===== src/rtl/scw_pkg.sv =====
package scw_pkg;

  localparam int unsigned SCW_MIN_BITS = 8;

  // right shift that moves a sample of 'bits' width down to bit 0
  function automatic int unsigned align_shift(input int unsigned bits,
                                              input int unsigned full);
    int unsigned eff;
    eff = bits;
    if (eff < SCW_MIN_BITS) eff = SCW_MIN_BITS;
    if (eff > full) eff = full;
    return full - eff;
  endfunction

  // position inside [start, start+len)
  function automatic logic in_span(input int unsigned pos,
                                   input int unsigned start,
                                   input int unsigned len);
    return (pos >= start) && (pos < start + len);
  endfunction

  // pixel validity from window and write-enable
  function automatic logic qualify(input logic use_we, input logic or_mode,
                                   input logic we, input logic win);
    if (!use_we) return win;
    return or_mode ? (we | win) : (we & win);
  endfunction

endpackage


===== src/rtl/scw_sync_gen.sv =====
module scw_sync_gen #(
  parameter int CW = 12
) (
  input  logic          clk,
  input  logic          rst_n,
  input  logic [CW-1:0] ppl,
  input  logic [CW-1:0] hdw,
  input  logic [CW-1:0] lpf,
  input  logic [CW-1:0] vdw,
  output logic          hd_lvl,
  output logic          vd_lvl,
  output logic          fld_lvl,
  output logic          frame_wrap
);
  logic [CW-1:0] h_q, v_q;
  logic          fld_q;
  logic          line_end;

  assign line_end   = (32'(h_q) + 1) >= 32'(ppl);
  assign frame_wrap = line_end && ((32'(v_q) + 1) >= 32'(lpf));

  always_ff @(posedge clk or negedge rst_n) begin
    if (!rst_n) begin
      h_q   <= '0;
      v_q   <= '0;
      fld_q <= 1'b0;
    end else begin
      if (line_end) begin
        h_q <= '0;
        v_q <= frame_wrap ? '0 : v_q + 1'b1;
      end else begin
        h_q <= h_q + 1'b1;
      end
      if (frame_wrap) fld_q <= ~fld_q;
    end
  end

  assign hd_lvl  = h_q < hdw;
  assign vd_lvl  = v_q < vdw;
  assign fld_lvl = fld_q;
endmodule


===== src/rtl/scw_pos_track.sv =====
module scw_pos_track #(
  parameter int CW = 12
) (
  input  logic          clk,
  input  logic          rst_n,
  input  logic          hd_s1,
  input  logic          vd_s1,
  output logic          h_edge,
  output logic          v_edge,
  output logic [CW-1:0] col,
  output logic [CW-1:0] row
);
  logic hd_d, vd_d;

  assign h_edge = hd_s1 & ~hd_d;
  assign v_edge = vd_s1 & ~vd_d;

  always_ff @(posedge clk or negedge rst_n) begin
    if (!rst_n) begin
      hd_d <= 1'b0;
      vd_d <= 1'b0;
      col  <= '0;
      row  <= '0;
    end else begin
      hd_d <= hd_s1;
      vd_d <= vd_s1;
      col  <= h_edge ? '0 : col + 1'b1;
      if (v_edge)      row <= '0;
      else if (h_edge) row <= row + 1'b1;
    end
  end
endmodule


===== src/rtl/scw_field_sel.sv =====
module scw_field_sel (
  input  logic clk,
  input  logic rst_n,
  input  logic latch_mode,
  input  logic v_edge,
  input  logic fld_s1,
  output logic field_q
);
  always_ff @(posedge clk or negedge rst_n) begin
    if (!rst_n)                    field_q <= 1'b0;
    else if (!latch_mode || v_edge) field_q <= fld_s1;
  end
endmodule


===== src/rtl/sensor_capture_front.sv =====
module sensor_capture_front #(
  parameter  int DW = 16,
  parameter  int CW = 12,
  localparam int BW = $clog2(DW + 1)
) (
  input  logic          clk,
  input  logic          rst_n,
  input  logic          cfg_sync_drive,
  input  logic          cfg_fld_drive,
  input  logic          cfg_fld_latch,
  input  logic          cfg_hs_inv,
  input  logic          cfg_vs_inv,
  input  logic          cfg_fld_inv,
  input  logic          cfg_dat_inv,
  input  logic [BW-1:0] cfg_bits,
  input  logic [CW-1:0] cfg_ppl,
  input  logic [CW-1:0] cfg_hd_width,
  input  logic [CW-1:0] cfg_lpf,
  input  logic [CW-1:0] cfg_vd_width,
  input  logic [CW-1:0] cfg_win_sph,
  input  logic [CW-1:0] cfg_win_nph,
  input  logic [CW-1:0] cfg_win_slv,
  input  logic [CW-1:0] cfg_win_nlv,
  input  logic          cfg_we_use,
  input  logic          cfg_we_or,
  input  logic [DW-1:0] pix_in,
  input  logic          we_in,
  input  logic          hd_in,
  input  logic          vd_in,
  input  logic          fld_in,
  output logic          hd_out,
  output logic          hd_oe,
  output logic          vd_out,
  output logic          vd_oe,
  output logic          fld_out,
  output logic          fld_oe,
  output logic          pix_valid,
  output logic [DW-1:0] pix_data,
  output logic [CW-1:0] pix_col,
  output logic [CW-1:0] pix_row,
  output logic          field_id
);
  import scw_pkg::*;

  // generator levels and internal events (visible to the checker)
  logic hd_gen, vd_gen, fld_gen, gen_frame_wrap;
  logic h_edge, v_edge;
  logic hd_act, vd_act, fld_act;

  scw_sync_gen #(.CW(CW)) u_gen (
    .clk(clk), .rst_n(rst_n),
    .ppl(cfg_ppl), .hdw(cfg_hd_width), .lpf(cfg_lpf), .vdw(cfg_vd_width),
    .hd_lvl(hd_gen), .vd_lvl(vd_gen), .fld_lvl(fld_gen),
    .frame_wrap(gen_frame_wrap)
  );

  assign hd_out  = hd_gen ^ cfg_hs_inv;
  assign vd_out  = vd_gen ^ cfg_vs_inv;
  assign fld_out = fld_gen ^ cfg_fld_inv;
  assign hd_oe   = cfg_sync_drive;
  assign vd_oe   = cfg_sync_drive;
  assign fld_oe  = cfg_fld_drive;

  assign hd_act  = cfg_sync_drive ? hd_gen  : (hd_in  ^ cfg_hs_inv);
  assign vd_act  = cfg_sync_drive ? vd_gen  : (vd_in  ^ cfg_vs_inv);
  assign fld_act = cfg_fld_drive  ? fld_gen : (fld_in ^ cfg_fld_inv);

  // stage 1: pin sampling
  logic [DW-1:0] pix_s1;
  logic          we_s1, hd_s1, vd_s1, fld_s1;

  always_ff @(posedge clk or negedge rst_n) begin
    if (!rst_n) begin
      pix_s1 <= '0;
      we_s1  <= 1'b0;
      hd_s1  <= 1'b0;
      vd_s1  <= 1'b0;
      fld_s1 <= 1'b0;
    end else begin
      pix_s1 <= pix_in ^ {DW{cfg_dat_inv}};
      we_s1  <= we_in;
      hd_s1  <= hd_act;
      vd_s1  <= vd_act;
      fld_s1 <= fld_act;
    end
  end

  // stage 2: position, field and qualification
  logic [CW-1:0] col_nx, row_nx;

  scw_pos_track #(.CW(CW)) u_pos (
    .clk(clk), .rst_n(rst_n), .hd_s1(hd_s1), .vd_s1(vd_s1),
    .h_edge(h_edge), .v_edge(v_edge), .col(pix_col), .row(pix_row)
  );

  scw_field_sel u_fld (
    .clk(clk), .rst_n(rst_n),
    .latch_mode(cfg_fld_latch & ~cfg_fld_drive),
    .v_edge(v_edge), .fld_s1(fld_s1), .field_q(field_id)
  );

  // column and row the pixel in stage 1 is about to receive
  assign col_nx = h_edge ? '0 : pix_col + 1'b1;
  always_comb begin
    if (v_edge)      row_nx = '0;
    else if (h_edge) row_nx = pix_row + 1'b1;
    else             row_nx = pix_row;
  end

  logic in_win;
  assign in_win = in_span(32'(col_nx), 32'(cfg_win_sph), 32'(cfg_win_nph)) &&
                  in_span(32'(row_nx), 32'(cfg_win_slv), 32'(cfg_win_nlv));

  always_ff @(posedge clk or negedge rst_n) begin
    if (!rst_n) begin
      pix_valid <= 1'b0;
      pix_data  <= '0;
    end else begin
      pix_valid <= qualify(cfg_we_use, cfg_we_or, we_s1, in_win);
      pix_data  <= pix_s1 >> align_shift(32'(cfg_bits), DW);
    end
  end
endmodule


===== config.mk =====
export PLATFORM = sky130hd
export DESIGN_NAME = sensor_capture_front
export DESIGN_NICKNAME = d
export VERILOG_FILES = /design/src/rtl/scw_pkg.sv /design/src/rtl/scw_sync_gen.sv /design/src/rtl/scw_pos_track.sv /design/src/rtl/scw_field_sel.sv /design/src/rtl/sensor_capture_front.sv
export SDC_FILE = /design/constraint.sdc
export NUM_CORES = 1
export LEC_CHECK = 0
export BUFFER_PORTS_ARGS = -buffer_cell sky130_fd_sc_hd__buf_4
export CAP_MARGIN = 20
export CORE_MARGIN = 2
export CORE_UTILIZATION = 55
export DETAILED_ROUTE_END_ITERATION = 16
export MAX_ROUTING_LAYER = met4
export PLACE_DENSITY = 0.81
export SETUP_SLACK_MARGIN = 0.5
export SLEW_MARGIN = 20
export SYNTH_ARGS = -nofsm -noshare
export SYNTH_HDL_FRONTEND = slang
export SYNTH_SLANG_ARGS = --single-unit

===== constraint.sdc =====
create_clock -name clk -period 6.7 [get_ports clk]
set_clock_uncertainty 0.2 [all_clocks]
set_input_delay 1.34 -clock clk [delete_from_list [all_inputs] [get_ports clk]]
set_output_delay 1.34 -clock clk [all_outputs]
set_load 0.03 [all_outputs]

==> flow_metrics.env <==
export IMPL_ir_drop_mv=0.120
export IMPL_gp_congestion=0.899
export IMPL_power_internal_uw=1250
export IMPL_yosysTopAreaCellShare_pct=29.3
export IMPL_clock_root_buffer="clkbuf_16"
export IMPL_yosysWarnings=0
export IMPL_layout_nets=1250
export IMPL_busiest_layer="met2"
export IMPL_ys_flop_type="dfrtp_1"
export IMPL_switching_power_uw=696
export IMPL_area_sequential_um2=2230
export IMPL_start_util_pct=56.8
export IMPL_path_class="in2out"
export IMPL_antenna_cells=0
export IMPL_grt_start_max_net_pins=90
export IMPL_first_pass_iters=5
export IMPL_n_fill_cell=1080
export IMPL_cts_tree="yes"
export IMPL_io_pins=180
export IMPL_layout_drive_gt1_share_pct=21.8
export IMPL_grtUsageTotal_pct=25.0
export IMPL_worst_pin_slew_ns=0.942
export IMPL_hold_path_class="reg2reg"
export IMPL_gr_usage_met1_pct=31.8
export IMPL_numCtsBuffers=9
export IMPL_syn_area_per_cell_um2=9.23
export IMPL_core_area_um2=13400
export IMPL_core_rowCount=42
export IMPL_critPathCaptureType="primary output"
export IMPL_port_buffers=179
export IMPL_clk_path_buf_depth=2
export IMPL_power_leakage_uw=0.00508
export IMPL_synth_edf_count=0
export IMPL_finalHoldViolCount=0
export IMPL_multiInputGateArea_um2=4960
export IMPL_sw_frac_of_total_pct=35.8
export IMPL_fmax_mhz=214
export IMPL_num_vias=6404
export IMPL_power_density_nw_per_um2=208
export IMPL_p_total_uw=1950
export IMPL_vias_per_cell=5.45
export IMPL_relSlewSlack_pct=37.1
export IMPL_post_cts_buffers=0
export IMPL_final_util_pct=69.9
export IMPL_cts_resized=0
export IMPL_synth_cell_types=67
export IMPL_clock_latency_ns=0.34
export IMPL_overflow=0
export IMPL_required_ns=5.16
export IMPL_pwr_share_comb_pct=38.9
export IMPL_drc=0
export IMPL_grt_pass1_vias=6370
export IMPL_clkPwrFrac_pct=25.8
export IMPL_report_final_setup_viol=0
export IMPL_maxCapViolCount=0
export IMPL_fp_dieW_um=122
export IMPL_async_flop_share_pct=100
export IMPL_syn_num_nets=1081
export IMPL_yosys_top_cells_area="dfrtp_1 (29%), ha_1 (20%), xor2_1 (6.6%)"
export IMPL_dieHeight_um=122
export IMPL_h_tree_depth=3
export IMPL_maxSlewViolCount=0
export IMPL_avgRoutedWirePerCell_um=14.9
export IMPL_drt_initial_drc_count=474
export IMPL_hpwlAfterDp_um=14300
export IMPL_rsz0062_at_grt="false"
export IMPL_cp_arrival_ns=3.13
export IMPL_use_met3_pct=3.32
export IMPL_r2r_start="u_gen.h_q[0]$_DFF_PN0_"
export IMPL_wirelength_um=17500
export IMPL_cp_start_kind="input port"
export IMPL_seq_area_frac_synth_pct=29.3
export IMPL_synthCells=825
export IMPL_netlist_area_um2=7610
export IMPL_synth_most_common_cell="ha_1"
export IMPL_dieArea_um2=14800
export IMPL_final_area_um2=9360
export IMPL_syn2layout_area_growth_pct=23.0
export IMPL_cts_sinks=89
export IMPL_p_seq_share_pct=35.3
export IMPL_antenna_found_initial=0
export IMPL_fin_tns_setup_ns=0
export IMPL_final_period_utilization_pct=69.8
export IMPL_crit_start="cfg_vd_width[6]"
export IMPL_dpl_cell_area_um2=9060
export IMPL_status="finished, final reports clean"
export IMPL_use_met2_pct=41.8
export IMPL_path_max_fanout=3
export IMPL_path_clk_slew_ns=0.06
export IMPL_grt_pass1_wl_um=29000
export IMPL_ys_ff_latch=89
export IMPL_ant_nets=0
export IMPL_cts_hold_buf=0
export IMPL_min_period_ns=4.67
export IMPL_synth_area_leader_cell="dfrtp_1"
export IMPL_yosys_top_cells_count="ha_1 (122), dfrtp_1 (89), inv_1 (82)"
export IMPL_min_from="vd_s1$_DFF_PN0_"
[power by group through the flow]
stage / clock (µW) / sequential, µW / combinational (µW)
final: 502 / 688 / 756
after global routing: 534 / 697 / 850
after CTS: 513 / 686 / 760
after detailed placement: 0 / 696 / 752
after global placement: 0 / 693 / 729
after floorplan: 0 / 729 / 460
[worst max-delay path, stage by stage]
cell and delay [ns]:
buf_4 0.08, inv_1 0.04, ha_1 0.32, a22oi_1 0.19
nand2_1 0.07, a31oi_1 0.13, o21ai_0 0.15, a31o_2 0.26
a21oi_1 0.22, xor2_1 0.17, buf_4 0.18
[state kept, by name, summed over array words and instances, names as in the netlist]
register	cells
u_gen.fld_lvl	1
vd_s1	1
pix_s1	16
u_pos.col	12
u_gen.h_q	12
pix_valid	1
u_pos.vd_d	1
u_pos.hd_d	1
fld_s1	1
we_s1	1
u_gen.v_q	12
pix_data	16
hd_s1	1
u_pos.row	12
u_fld.field_q	1
[kinds of logic (layout without fill, tap and decap cells)]
group	Yosys count	count (layout)	share of synthesized area, %
and+or+nand+nor	233	233	15.4
AOI/OAI and AO/OA	167	167	14.9
adders and majority gates	124	124	20.6
buffers and inverters	103	277	5.52
DFF	89	89	29.3
xor gates and xnor gates	80	80	9.30
muxes	29	29	5.05
[stage by stage]
step	std cells	worst slack, ns	hold WS [ns]
floorplan	825	2.13	0.147
global route	1175	1.81	0.182
detailed placement	1159	1.94	0.156
global placement	1159	2.02	0.154
finish	1175	2.03	0.170
CTS	1175	2.04	0.170
[routing by layer]
| metal | vias up | wire (µm) |
|---|---|---|
| met4 | 0 | 327 |
| li1 | 3246 | - |
| met5 | - | 0 |
| met2 | 167 | 8560 |
| met1 | 2962 | 7810 |
| met3 | 29 | 807 |
[layout make-up]
class	instances	share of cell area, %
clock buffer	10	2.45
clock inverter	6	0.722
inverter	82	3.29
multi-input combinational	633	53.0
sequential	89	23.8
tap	176	2.35
timing repair buffer	179	14.4
[placed cells by master, fill, tap and decap left out, types with 27 or more instances in the layout]
cell | netlist | routed
a21oi_1 | 35 | 35
inv_1 | 82 | 82
o21ai_0 | 33 | 33
nor2_1 | 58 | 58
xor2_1 | 57 | 57
ha_1 | 122 | 122
nand2_1 | 48 | 48
buf_4 | 5 | 178
dfrtp_1 | 89 | 89
nand3_1 | 27 | 27
[final timing paths]
kind | endpoint | slack (ns) | cells past startpoint
min in group asynchronous | pix_data[9]$_DFF_PN0_ | 0.85 | 1
min reg2reg | u_pos.vd_d$_DFF_PN0_ | 0.17 | 0
max | vd_out | 2.03 | 11
max reg2reg | u_gen.v_q[11]$_DFFE_PN0P_ | 3.11 | 11
min | u_pos.vd_d$_DFF_PN0_ | 0.17 | 0
max in group asynchronous | u_pos.row[6]$_DFF_PN0_ | 4.90 | 1
Power figures use the tool's default switching activity.
